### src/rtl/latmon_pkg.sv
package latmon_pkg;
  // Strobes passed from control to datapath each cycle
  typedef struct packed {
    logic clear;  // restart statistics
    logic push;   // store current timebase into queue
    logic pop;    // take oldest timestamp, produce a sample
  } strobe_t;
endpackage

### src/rtl/latmonCtrl.sv
module latmonCtrl
  import latmon_pkg::*;
#(
  parameter int DEPTH = 8
) (
  input  logic clk,
  input  logic rstN,
  input  logic clear,
  input  logic arValid,
  input  logic arReady,
  input  logic rValid,
  input  logic rReady,
  output strobe_t strobe,
  output logic [$clog2(DEPTH)-1:0] wrPtr,
  output logic [$clog2(DEPTH)-1:0] rdPtr,
  output logic overflowFlag,
  output logic orphanFlag
);
  localparam int PTR_W = $clog2(DEPTH);
  localparam int LVL_W = $clog2(DEPTH + 1);
  localparam logic [PTR_W-1:0] LAST_IDX = PTR_W'(DEPTH - 1);
  localparam logic [LVL_W-1:0] FULL_LVL = LVL_W'(DEPTH);

  logic arValidPrev, rValidPrev;
  logic [LVL_W-1:0] level;
  logic reqEvt, rspEvt, isFull, isEmpty;

  always_comb begin
    reqEvt       = arValid && arReady && !arValidPrev;
    rspEvt       = rValid && rReady && !rValidPrev;
    isFull       = (level == FULL_LVL);
    isEmpty      = (level == '0);
    strobe.clear = clear;
    strobe.push  = reqEvt && !isFull && !clear;
    strobe.pop   = rspEvt && !isEmpty && !clear;
  end

  always_ff @(posedge clk) begin
    if (!rstN) begin
      arValidPrev  <= 1'b0;
      rValidPrev   <= 1'b0;
      wrPtr        <= '0;
      rdPtr        <= '0;
      level        <= '0;
      overflowFlag <= 1'b0;
      orphanFlag   <= 1'b0;
    end else begin
      arValidPrev <= arValid;
      rValidPrev  <= rValid;
      if (clear) begin
        wrPtr        <= '0;
        rdPtr        <= '0;
        level        <= '0;
        overflowFlag <= 1'b0;
        orphanFlag   <= 1'b0;
      end else begin
        if (strobe.push) wrPtr <= (wrPtr == LAST_IDX) ? '0 : wrPtr + 1'b1;
        if (strobe.pop)  rdPtr <= (rdPtr == LAST_IDX) ? '0 : rdPtr + 1'b1;
        if (strobe.push && !strobe.pop)      level <= level + 1'b1;
        else if (!strobe.push && strobe.pop) level <= level - 1'b1;
        if (reqEvt && isFull)  overflowFlag <= 1'b1;
        if (rspEvt && isEmpty) orphanFlag   <= 1'b1;
      end
    end
  end

  AST_LEVEL_BOUND: assert property (@(posedge clk) disable iff (!rstN)
    level <= FULL_LVL);
  AST_NO_DOUBLE_REQ: assert property (@(posedge clk) disable iff (!rstN)
    strobe.push |=> !strobe.push);
  AST_NO_DOUBLE_RSP: assert property (@(posedge clk) disable iff (!rstN)
    strobe.pop |=> !strobe.pop);
  AST_OVF_STICKY: assert property (@(posedge clk) disable iff (!rstN)
    (overflowFlag && !clear) |=> overflowFlag);
  AST_ORPHAN_STICKY: assert property (@(posedge clk) disable iff (!rstN)
    (orphanFlag && !clear) |=> orphanFlag);
endmodule

### src/rtl/latmonDatapath.sv
module latmonDatapath
  import latmon_pkg::*;
#(
  parameter int DEPTH = 8,
  parameter int TS_W  = 32,
  parameter int CNT_W = 32,
  parameter int SUM_W = 48
) (
  input  logic clk,
  input  logic rstN,
  input  strobe_t strobe,
  input  logic [$clog2(DEPTH)-1:0] wrPtr,
  input  logic [$clog2(DEPTH)-1:0] rdPtr,
  output logic sampleValid,
  output logic [TS_W-1:0] sampleLatency,
  output logic [CNT_W-1:0] sampleCount,
  output logic [TS_W-1:0] minLatency,
  output logic [TS_W-1:0] maxLatency,
  output logic [SUM_W-1:0] latencySum
);
  localparam int PTR_W = $clog2(DEPTH);

  logic [TS_W-1:0] timebase;
  logic [TS_W-1:0] stamps [DEPTH];
  logic [TS_W-1:0] newLat;

  // Free-running timebase, untouched by traffic or clear
  always_ff @(posedge clk) begin
    if (!rstN) timebase <= '0;
    else       timebase <= timebase + 1'b1;
  end

  // Timestamp queue storage, one register per slot
  for (genvar i = 0; i < DEPTH; i++) begin : g_slot
    always_ff @(posedge clk) begin
      if (strobe.push && (wrPtr == PTR_W'(i))) stamps[i] <= timebase;
    end
  end

  // Modular difference survives one timebase wrap
  always_comb newLat = timebase - stamps[rdPtr];

  always_ff @(posedge clk) begin
    if (!rstN || strobe.clear) begin
      sampleValid   <= 1'b0;
      sampleLatency <= '0;
      sampleCount   <= '0;
      minLatency    <= '1;
      maxLatency    <= '0;
      latencySum    <= '0;
    end else begin
      sampleValid <= strobe.pop;
      if (strobe.pop) begin
        sampleLatency <= newLat;
        sampleCount   <= sampleCount + 1'b1;
        latencySum    <= latencySum + SUM_W'(newLat);
        if (newLat < minLatency) minLatency <= newLat;
        if (newLat > maxLatency) maxLatency <= newLat;
      end
    end
  end

  AST_SAMPLE_PULSE: assert property (@(posedge clk) disable iff (!rstN)
    sampleValid |=> !sampleValid);
  AST_COUNT_STEP: assert property (@(posedge clk) disable iff (!rstN)
    (sampleValid && !$past(strobe.clear)) |-> sampleCount == $past(sampleCount) + 1'b1);
  AST_MIN_LE_MAX: assert property (@(posedge clk) disable iff (!rstN)
    (sampleCount != '0) |-> minLatency <= maxLatency);
  AST_LAT_BOUNDS: assert property (@(posedge clk) disable iff (!rstN)
    sampleValid |-> (sampleLatency >= minLatency) && (sampleLatency <= maxLatency));
endmodule

### src/rtl/axiReadLatMon.sv
module axiReadLatMon
  import latmon_pkg::*;
#(
  parameter int DEPTH = 8,
  parameter int TS_W  = 32,
  parameter int CNT_W = 32,
  parameter int SUM_W = 48
) (
  input  logic clk,
  input  logic rstN,
  input  logic clear,
  input  logic arValid,
  input  logic arReady,
  input  logic rValid,
  input  logic rReady,
  output logic sampleValid,
  output logic [TS_W-1:0] sampleLatency,
  output logic [CNT_W-1:0] sampleCount,
  output logic [TS_W-1:0] minLatency,
  output logic [TS_W-1:0] maxLatency,
  output logic [SUM_W-1:0] latencySum,
  output logic overflowFlag,
  output logic orphanFlag
);
  localparam int PTR_W = $clog2(DEPTH);

  strobe_t strobe;
  logic [PTR_W-1:0] wrPtr, rdPtr;

  latmonCtrl #(.DEPTH(DEPTH)) i_ctrl (
    .clk(clk), .rstN(rstN), .clear(clear),
    .arValid(arValid), .arReady(arReady),
    .rValid(rValid), .rReady(rReady),
    .strobe(strobe), .wrPtr(wrPtr), .rdPtr(rdPtr),
    .overflowFlag(overflowFlag), .orphanFlag(orphanFlag)
  );

  latmonDatapath #(.DEPTH(DEPTH), .TS_W(TS_W), .CNT_W(CNT_W), .SUM_W(SUM_W)) i_dp (
    .clk(clk), .rstN(rstN), .strobe(strobe),
    .wrPtr(wrPtr), .rdPtr(rdPtr),
    .sampleValid(sampleValid), .sampleLatency(sampleLatency),
    .sampleCount(sampleCount), .minLatency(minLatency),
    .maxLatency(maxLatency), .latencySum(latencySum)
  );
endmodule

### config.mk
export PLATFORM = sky130hd
export DESIGN_NAME = axiReadLatMon
export DESIGN_NICKNAME = d
export VERILOG_FILES = /design/src/rtl/latmon_pkg.sv /design/src/rtl/latmonCtrl.sv /design/src/rtl/latmonDatapath.sv /design/src/rtl/axiReadLatMon.sv
export SDC_FILE = /design/constraint.sdc
export NUM_CORES = 1
export LEC_CHECK = 0
export ABC_AREA = 0
export BUFFER_PORTS_ARGS = -buffer_cell sky130_fd_sc_hd__buf_2
export CORE_UTILIZATION = 55
export DETAILED_ROUTE_END_ITERATION = 8
export PLACE_DENSITY = 0.85
export RECOVER_POWER = 100
export SLEW_MARGIN = 10
export SYNTH_ARGS = -nofsm -noshare
export SYNTH_HDL_FRONTEND = slang
export SYNTH_SLANG_ARGS = --single-unit
### constraint.sdc
create_clock -name clk -period 7.3 [get_ports clk]
set_input_delay 0.365 -clock clk [delete_from_list [all_inputs] [get_ports clk]]
set_output_delay 0.365 -clock clk [all_outputs]
set_load 0.05 [all_outputs]
==> run summary <==
Status - finished with violations
Failing checks - capacitance limit, slew limit
Die ar. - 44,400 sq um
Max Buffers Root-to-Sink - 3
All-Layer GR Usage - 0.283
Core Rows - 76
Flops & latches, synth - 482
Sequential share of the synthesized area - 0.510
Most frequent cells in the layout - edfxtp_1 (256), nand2_1 (243), dfxtp_1 (223), clkbuf_1 (202), a21oi_1 (167)
Drt total wl - 63.6 mm
Mapped cell area - 23,900 sq um
Yosys top cell area share - 0.321
GRT met3 Usage - 0.0390
CTS tree - done
Drc violations - 0
Antenna Cells - 0
Hold Crit Class - in2reg
Number of synthesized flops with an enable pin - 256
Period Utilization, post-route - 0.939
Fill cell count - 3,343
Minimum clock period - 6850 ps
Final instance area - 27,000 sq um
Sink Count - 482
Vias in the first global route - 17,900
Final Hold Vio Count - 0
DR WL/cell - 21.3 microns
FMAX - 146 MHz
Layout Nets - 2,519
Gr busiest metal - met2
Initial antenna violation count - 0
Overflow after GRT - 0
Leakage power - 9.85 nW
Drt first-iter violations - 1,739
HPWL after detailed placement - 43.0 mm
Synth top area cells - edfxtp_1 (32%), dfxtp_1 (19%), ha_1 (7.4%)
CP max FO - 46
Cts bufs inserted - 47
Crit. End Element - flip-flop
Crit path launch type - flip-flop
Max_cap viols - 11
Met2 usage - 0.483
Post-Layout Cell Count - 2,992
Core Box Area - 43,000 sq um
Max-Slew Margin vs Limit - -0.748
First drt pass iteration count - 6
Largest net degree at the start of global routing - 83
Setup TNS - 0 ps
M1 GR Usage - 0.368
Final ANT Viol Nets - 0
Via count - 18,600
Final setup violation count - 0
Worst Max-Slew Pin Slew - 2620 ps
PD cells - 213 nW/um^2
Syn Nets - 2,342
Post-place instance area - 25,600 sq um
Die Y - 211 microns
Ys flop type - edfxtp_1
First-pass GRT wire length - 98.9 mm
Vias/cell - 6.20
RSZ-0062 raised after global routing - no
Synthesis Warnings - 0
Max VDD drop - 0.161 mV
CTS root buf - clkbuf_16
I/O Pins - 186
Die X - 211 microns
Initial Utilization - 0.557
DP Cell Count - 2,902
Layout area overhead - 12.9%
H-tree levels - 2
Commonest non-fill, non-tap cell in the layout - edfxtp_1
Worst Skew - 19.3 ps
Req. time, crit path - 7740 ps
Post-synthesis cell count - 2,191
CP Class - reg2reg
Post-synth top area cell - edfxtp_1
Worst endpoint data arrival time - 7290 ps
Reg clk slew, reported paths - 70 ps
Port Buf Inserts - 185
GPL Wtd Cong - 0.981
Synth Area per Inst - 10.9 sq um
Post-synth ARST share - 0
Max Transition Viols Final - 418
Clock latency at the later pin of the worst-skew pair - 590 ps
Post-synthesis cell type count - 81
Fraction of layout cells with a size suffix above 1 - 0.0831
==> routing by layer <==
layer  vias to the layer above  wire length, microns
li1                       8479                     -
met2                       905                 31100
met3                       138                  4730
met4                         0                  1990
met5                         -                     0
met1                      9043                 25800
==> synth_stat cells (42+ instances only) <==
master	number
a21o_1	42
a21oi_1	167
and2_1	42
clkbuf_1	69
dfxtp_1	226
edfxtp_1	256
ha_1	141
inv_1	96
mux2i_1	42
mux4_2	64
nand2_1	244
nand3_1	95
nor2_1	125
o211ai_1	42
o21ai_0	57
xnor2_1	63
==> final cells by class <==
cell class | count | area [sq um] | area share
tap | 585 | 732 | 0.0271
timing repair buffer | 227 | 987 | 0.0365
clock buffer | 59 | 1280 | 0.0475
sequential | 482 | 12200 | 0.452
inverter | 97 | 364 | 0.0135
clock inverter | 29 | 447 | 0.0165
multi-input combinational | 1513 | 11000 | 0.407
==> power breakdown <==
part           leakage [nW]  switching [W]  total, W  internal, W
sequential             4.32      0.0000118   0.00285      0.00284
clock                 0.839        0.00108   0.00267      0.00159
combinational          4.69       0.000148  0.000225    0.0000764
==> sequential cells by signal (all words and copies together) (netlist names), named ones only <==
register,cells
i_ctrl.orphanFlag,1
i_dp.sampleValid,1
i_dp.minLatency,32
i_dp.stamps,256
i_dp.maxLatency,32
i_ctrl.level,4
i_dp.latencySum,48
i_dp.sampleLatency,32
i_ctrl.rdPtr,3
i_ctrl.wrPtr,3
i_dp.timebase,32
i_ctrl.overflowFlag,1
i_dp.sampleCount,32
i_ctrl.arValidPrev,1
i_ctrl.rValidPrev,1
==> repair_timing <==
item,CTS,global route
hold endpoints to repair,1,0
hold buffers,1,0
endpoints found under the setup margin,0,29
resized for setup,0,2
setup buffers,0,1
==> metrics by stage <==
stage | util | power, W | hold slack, ps | setup WS, ps
2_1_floorplan | - | 0.00306 | 455 | 1260
6_report | 0.629 | 0.00574 | 23.6 | 446
4_1_cts | 0.635 | 0.00576 | 4.83 | 255
5_1_grt | 0.629 | 0.00589 | 22.3 | 88.4
3_3_place_gp | 0.595 | 0.00312 | 439 | 571
3_5_place_dp | 0.595 | 0.00313 | 446 | 336
==> logic make-up (layout without fill, tap and decap cells) <==
group           count (synthesis)  after routing  synth area share
flops                         482            482             0.510
mux                           107            107            0.0782
compound gates                458            458             0.126
xor+xnor                       97             97            0.0355
fa+ha+maj                     144            144            0.0762
simple gates                  707            707             0.142
buf+inv                       196            412            0.0320
==> worst paths after layout <==
path | start | end | slack [ps] | cells past startpoint
setup / recovery | flip-flop | i_dp.minLatency[0] | 450 | 19
setup reg to reg | flip-flop | i_dp.minLatency[0] | 450 | 19
hold / removal | rValid | i_ctrl.rValidPrev | 20 | 2
hold reg to reg | i_dp.sampleLatency[4] | i_dp.sampleLatency[4] | 460 | 2
==> worst max-delay path, stage by stage, from the launching register on <==
cell       delay [ps]
dfxtp_4           640
buf_4             490
mux4_2            390
mux2i_1           190
ha_1              440
a21oi_1           310
o21bai_1          160
a41o_1            270
a2111o_1          380
o22ai_1           170
xnor2_1           330
ha_1              370
a21o_1            170
a21o_1            170
a2111oi_0         760
o21ai_0           370
a211oi_4          300
buf_4             450
mux2i_1           230
nand2_1            70
(Power assumes the default switching activity.)
